[src/rtl/sbs_pkg.sv]
package sbs_pkg;
  localparam int COL_W  = 9;
  localparam int CODE_W = 3;

  typedef logic [COL_W-1:0] col_t;

  // all-ones mask covering the low bits of an aligned block of 2**code columns
  function automatic col_t block_mask(input logic [1:0] code);
    col_t m;
    m = '0;
    for (int i = 0; i < 3; i++)
      if (i < int'(code)) m[i] = 1'b1;
    return m;
  endfunction

  // sequential: count inside the masked block, the bits above it are held
  function automatic col_t seq_col(input col_t base, input col_t cnt, input col_t mask);
    col_t sum;
    sum = base + cnt;
    return (base & ~mask) | (sum & mask);
  endfunction

  // interleaved: the low bits are XORed with the beat count
  function automatic col_t ilv_col(input col_t base, input col_t cnt, input col_t mask);
    return (base & ~mask) | ((base ^ cnt) & mask);
  endfunction
endpackage

[src/rtl/sbs_len_decode.sv]
module sbs_len_decode
  import sbs_pkg::*;
#(
  parameter int CW = CODE_W
) (
  input  logic [CW-1:0] code_i,
  input  logic          is_write_i,
  input  logic          single_write_i,
  output col_t          mask_o,
  output logic          full_o
);
  logic one_beat;

  assign one_beat = is_write_i & single_write_i;
  assign full_o   = code_i[2] & ~one_beat;
  assign mask_o   = one_beat  ? '0 :
                    code_i[2] ? '1 : block_mask(code_i[1:0]);
endmodule

[src/rtl/sbs_beat_ctrl.sv]
module sbs_beat_ctrl
  import sbs_pkg::*;
(
  input  logic clk,
  input  logic rst_n,
  input  logic start_i,
  input  col_t start_col_i,
  input  col_t mask_i,
  input  logic full_i,
  input  logic ilv_i,
  input  logic term_i,
  output col_t base_o,
  output col_t cnt_o,
  output col_t mask_o,
  output logic full_o,
  output logic ilv_o,
  output logic valid_o,
  output logic last_o,
  output logic beat_adv_o
);
  col_t cnt_nxt;

  assign cnt_nxt    = cnt_o + col_t'(1);
  assign beat_adv_o = valid_o & ~last_o & ~term_i & ~start_i;

  always_ff @(posedge clk) begin
    if (!rst_n) begin
      base_o  <= '0;
      cnt_o   <= '0;
      mask_o  <= '0;
      full_o  <= 1'b0;
      ilv_o   <= 1'b0;
      valid_o <= 1'b0;
      last_o  <= 1'b0;
    end else if (start_i) begin
      base_o  <= start_col_i;
      cnt_o   <= '0;
      mask_o  <= mask_i;
      full_o  <= full_i;
      ilv_o   <= ilv_i;
      valid_o <= 1'b1;
      last_o  <= ~full_i & (mask_i == '0);
    end else if (term_i || last_o) begin
      valid_o <= 1'b0;
      last_o  <= 1'b0;
    end else if (valid_o) begin
      cnt_o  <= cnt_nxt;
      last_o <= ~full_o & (cnt_nxt == mask_o);
    end
  end
endmodule

[src/rtl/sbs_addr_gen.sv]
module sbs_addr_gen
  import sbs_pkg::*;
(
  input  col_t base_i,
  input  col_t cnt_i,
  input  col_t mask_i,
  input  logic full_i,
  input  logic ilv_i,
  output col_t col_o
);
  always_comb begin
    if (ilv_i && !full_i) col_o = ilv_col(base_i, cnt_i, mask_i);
    else                  col_o = seq_col(base_i, cnt_i, mask_i);
  end
endmodule

[src/rtl/sdram_burst_seq.sv]
module sdram_burst_seq
  import sbs_pkg::*;
(
  input  logic              clk,
  input  logic              rst_n,
  input  logic              start_i,
  input  logic [COL_W-1:0]  start_col_i,
  input  logic [CODE_W-1:0] blen_code_i,
  input  logic              interleave_i,
  input  logic              is_write_i,
  input  logic              single_write_i,
  input  logic              term_i,
  output logic [COL_W-1:0]  col_o,
  output logic              valid_o,
  output logic              last_o
);
  col_t dec_mask;
  logic dec_full;
  col_t base_q, cnt_q, mask_q;
  logic full_q, ilv_q;
  logic beat_adv;

  sbs_len_decode #(.CW(CODE_W)) u_dec (
    .code_i         (blen_code_i),
    .is_write_i     (is_write_i),
    .single_write_i (single_write_i),
    .mask_o         (dec_mask),
    .full_o         (dec_full)
  );

  sbs_beat_ctrl u_ctrl (
    .clk         (clk),
    .rst_n       (rst_n),
    .start_i     (start_i),
    .start_col_i (start_col_i),
    .mask_i      (dec_mask),
    .full_i      (dec_full),
    .ilv_i       (interleave_i),
    .term_i      (term_i),
    .base_o      (base_q),
    .cnt_o       (cnt_q),
    .mask_o      (mask_q),
    .full_o      (full_q),
    .ilv_o       (ilv_q),
    .valid_o     (valid_o),
    .last_o      (last_o),
    .beat_adv_o  (beat_adv)
  );

  sbs_addr_gen u_addr (
    .base_i (base_q),
    .cnt_i  (cnt_q),
    .mask_i (mask_q),
    .full_i (full_q),
    .ilv_i  (ilv_q),
    .col_o  (col_o)
  );
endmodule

[config.mk]
export PLATFORM = sky130hd
export DESIGN_NAME = sdram_burst_seq
export DESIGN_NICKNAME = d
export VERILOG_FILES = /design/src/rtl/sbs_pkg.sv /design/src/rtl/sbs_len_decode.sv /design/src/rtl/sbs_beat_ctrl.sv /design/src/rtl/sbs_addr_gen.sv /design/src/rtl/sdram_burst_seq.sv
export SDC_FILE = /design/constraint.sdc
export NUM_CORES = 1
export LEC_CHECK = 0
export BUFFER_PORTS_ARGS = -buffer_cell sky130_fd_sc_hd__buf_4
export CORE_ASPECT_RATIO = 1.25
export CORE_MARGIN = 2
export CORE_UTILIZATION = 50
export DETAILED_ROUTE_END_ITERATION = 10
export HOLD_SLACK_MARGIN = 0.03
export PLACE_DENSITY = 0.72
export SYNTH_ARGS = -nofsm -noshare
export SYNTH_HDL_FRONTEND = slang
export SYNTH_SLANG_ARGS = --single-unit
export TNS_END_PERCENT = 10
[constraint.sdc]
create_clock -name clk -period 3.9 [get_ports clk]
set_input_delay 0.78 -clock clk [delete_from_list [all_inputs] [get_ports clk]]
set_output_delay 0.78 -clock clk [all_outputs]
set_load 0.01 [all_outputs]
==> metrics.md <==
| Metric | Value |
|---|---|
| Status | `finished clean` |
| Slowest CP cell | `dfxtp_1` |
| Critical path type | `flop to primary output` |
| Max-Cap Viols | `0` |
| Maximum number of pins on one net before global-route repair | `19` |
| Max Slew Vio Count | `0` |
| DRT antenna net count | `0` |
| Vias | `about 1400` |
| VDD IR max | `between 0.2 and 0.25 mV` |
| Slew HR | `a little under three quarters` |
| First-pass GRT wire length | `between 5 and 6 mm` |
| Crit. End Element | `primary output` |
| HP Start | `u_ctrl.ilv_o` |
| Endpoints failing setup | `0` |
| Ys Warns | `0` |
| Achievable Freq | `296 MHz` |
| Die area | `roughly 3800 µm²` |
| P_leak | `between 0.7 and 0.8 nW` |
| DP Cell Count | `244` |
| Cell repeated most along the worst path | `a21oi_1` |
| Worst Hold Class | `flop to flop` |
| Worst R2R End | `u_ctrl.last_o` |
| Die X | `roughly 55 µm` |
| Max clock buf depth | `2` |
| Top delay family on crit path | `compound AO/OA/AOI/OAI gates` |
| Post-synth net total | `215` |
| Unique cell type count in the Yosys netlist | `44` |
| Setup crit start kind | `flop` |
| Power Dens Cells | `~270 nW/µm²` |
| Worst setup path start | `u_ctrl.cnt_o[0]` |
| Total congestion overflow | `0` |
| Remaining DRCs | `0` |
| Number of flops mapped to enable cells by yosys | `0` |
| Crit path DAT | `roughly 2.6 ns` |
| Flops & latches, synth | `25` |
| Drt first pass iters | `4` |
| Num Clock Sinks | `25` |
| Port buffer count | `29` |
| Asr flop ratio synth | `0%` |
| Commonest non-fill, non-tap cell in the layout | `buf_4` |
| Routed Wire Length | `3.54 mm` |
| Reg-to-Reg Start | `u_ctrl.cnt_o[1]` |
| Global Route Usage Sum | `a little over a fifth` |
| Clock root buffer master | `clkbuf_8` |
| Final nets | `approximately 240` |
| Final Skew | `roughly 0.0028 ns` |
| Most used DFF post-synth | `dfxtp_1` |
| Worst skew pair latency | `about 0.27 ns` |
| Hold path endpoint | `u_ctrl.ilv_o` |
| Worst-Margin Slew | `0.431 ns` |
| Vias in the first global route | `around 1400` |
| HPWL after DPL | `about 2.7 mm` |
| CTS tree | `built` |
| Setup Buffers After CTS | `0` |
| Hold buffers post-CTS | `0` |
| Minimum clock period | `~3.4 ns` |
| Worst Hold Depth | `2` |
| DR vias/cell | `5.67` |
| Syn Area/Cell | `approximately 8.8 µm²` |
| Syn Inst Count | `around 190` |
| Cell Chain, Critical Path | `ha_1, fa_1, a21oi_1, o221ai_1, a21oi_1, mux2_2, o32ai_1, buf_4` |
| Met1 WL | `roughly 1.5 mm` |
| CP max stage delay | `approximately 0.40 ns` |
| Row cnt | `23` |
| Final period util | `between 80% and 90%` |
| Initial Util | `about half` |
| Ant. Diodes | `0` |
| Critical path required time | `between 3 and 4 ns` |
| RSZ-0062 raised after global routing | `false` |
| Share of layout cells above drive strength 1 | `19.9%` |
| Buf/Inv on CP | `1` |
| Seq/Total Area, Yosys | `30.6%` |
| Synth Cell Area | `~1600 µm²` |
| Crit-path max FO | `8` |
| Number of gates resized after cts | `0` |
| IO Pins | `30` |
| Num CTS Buffers | `3` |
| Worst reg2reg path depth | `6` |
| Tot Pwr | `~0.52 mW` |
| Highest Signal Layer | `met4` |
| Initial DRC Count | `39` |
| Fin. Hold Viols | `0` |
| Routability congestion estimate | `roughly 0.86` |
| Die Span Y | `just under 70 µm` |
| Initial antenna violation count | `0` |
| Met2 Wirelength | `approximately 1.8 mm` |
| H-tree depth | `1` |
| Routed length per instance | `roughly 14 µm` |
| Met3 WL | `152 µm` |
| Setup_tns | `0 ns` |
| Synth-to-layout area growth | `16.9%` |
| FF-to-FF setup slack | `between 1.5 and 2 ns` |
| Clock slew at reported path FFs | `approximately 0.09 ns` |
| Highest-count cells in the layout ignoring fill and taps | `buf_4 (30), dfxtp_1 (25), nor2_1 (15), xor2_1 (13), mux2i_1 (13)` |
| Post-Layout Cell Count | `248` |
| Core footprint | `approximately 3200 µm²` |
state kept, by name, summed over array words and instances, names as in the netlist:
| signal | flops |
|---|---|
| u_ctrl.valid_o | 1 |
| u_ctrl.mask_o | 3 |
| u_ctrl.full_o | 1 |
| u_ctrl.last_o | 1 |
| u_ctrl.ilv_o | 1 |
| u_ctrl.cnt_o | 9 |
| u_ctrl.base_o | 9 |
final cells by class:
| cell class | instances | area (µm²) |
|---|---|---|
| multi-input combinational | 144 | 1060 |
| sequential | 25 | 500 |
| clock inverter | 1 | 7.51 |
| tap | 37 | 46.3 |
| clock buffer | 3 | 41.3 |
| inverter | 8 | 30.0 |
| fill | 286 | 1250 |
| timing repair buffer | 30 | 225 |
worst min-delay path: cells and delay by family, from the launching register on:
kind	cells	cell delay, ns
flip-flops	1	0.33
multiplexers	1	0.12
AND/OR/NAND/NOR	1	0.05
cells in the mapped netlist (all sizes together) (2+ instances only):
library cell	count	share of area, %
xor2	13	7.0
o21ai	6	1.8
xnor2	7	3.7
nand2b	3	1.1
o22ai	2	0.76
ha	9	6.9
nand4	5	1.9
nand2	11	2.5
mux2	4	2.7
nor3	6	1.8
buf	3	1.2
nand3	6	1.8
nor2b	11	4.2
inv	8	1.8
mux2i	13	7.9
clkbuf	6	1.5
o211ai	3	1.4
dfxtp	25	31
nor2	15	3.4
a21oi	9	2.7
o311ai	2	1.1
cell families after synthesis:
kind of cell    after synthesis  synth area share [%]
simple gates                 61                  18.9
compound gates               36                  16.6
flops                        25                  30.6
xor+xnor                     20                  10.7
buf+inv                      17                  4.51
mux                          17                  10.7
fa+ha+maj                    10                  8.10
worst max-delay path by stage:
stage / endpoint / slack (ns) / cells past startpoint
after floorplan: col_o[8] / 1.05 / 7
after global placement: col_o[8] / 0.89 / 8
after detailed placement: col_o[8] / 0.86 / 8
after CTS: col_o[8] / 0.53 / 8
after global routing: col_o[8] / 0.29 / 8
final: col_o[8] / 0.52 / 8
stage by stage:
stage / hold slack, ns / utilization [%] / worst slack [ns] / instance area [µm²]
final: 0.534 / 60.5 / 0.521 / 1910
after global routing: 0.580 / 60.5 / 0.291 / 1910
after CTS: 0.537 / 60.5 / 0.533 / 1910
after detailed placement: 0.520 / 58.9 / 0.858 / 1870
after global placement: 0.503 / 58.9 / 0.886 / 1870
after floorplan: 0.480 / - / 1.05 / 1640
routing by layer:
metal  track usage [%]  up-vias
met1              24.8      641
met3              3.71       10
met4              10.1        0
met2              38.1       47
met5                 0        -
li1                  -      708
power breakdown:
| group | internal (mW) | switching (mW) | total [mW] | leakage, nW |
|---|---|---|---|---|
| sequential | 0.265 | 0.0112 | 0.277 | 0.205 |
| combinational | 0.0476 | 0.0399 | 0.0875 | 0.571 |
| clock | 0.0724 | 0.0863 | 0.159 | 0.0217 |
(Power assumes the default switching activity.)
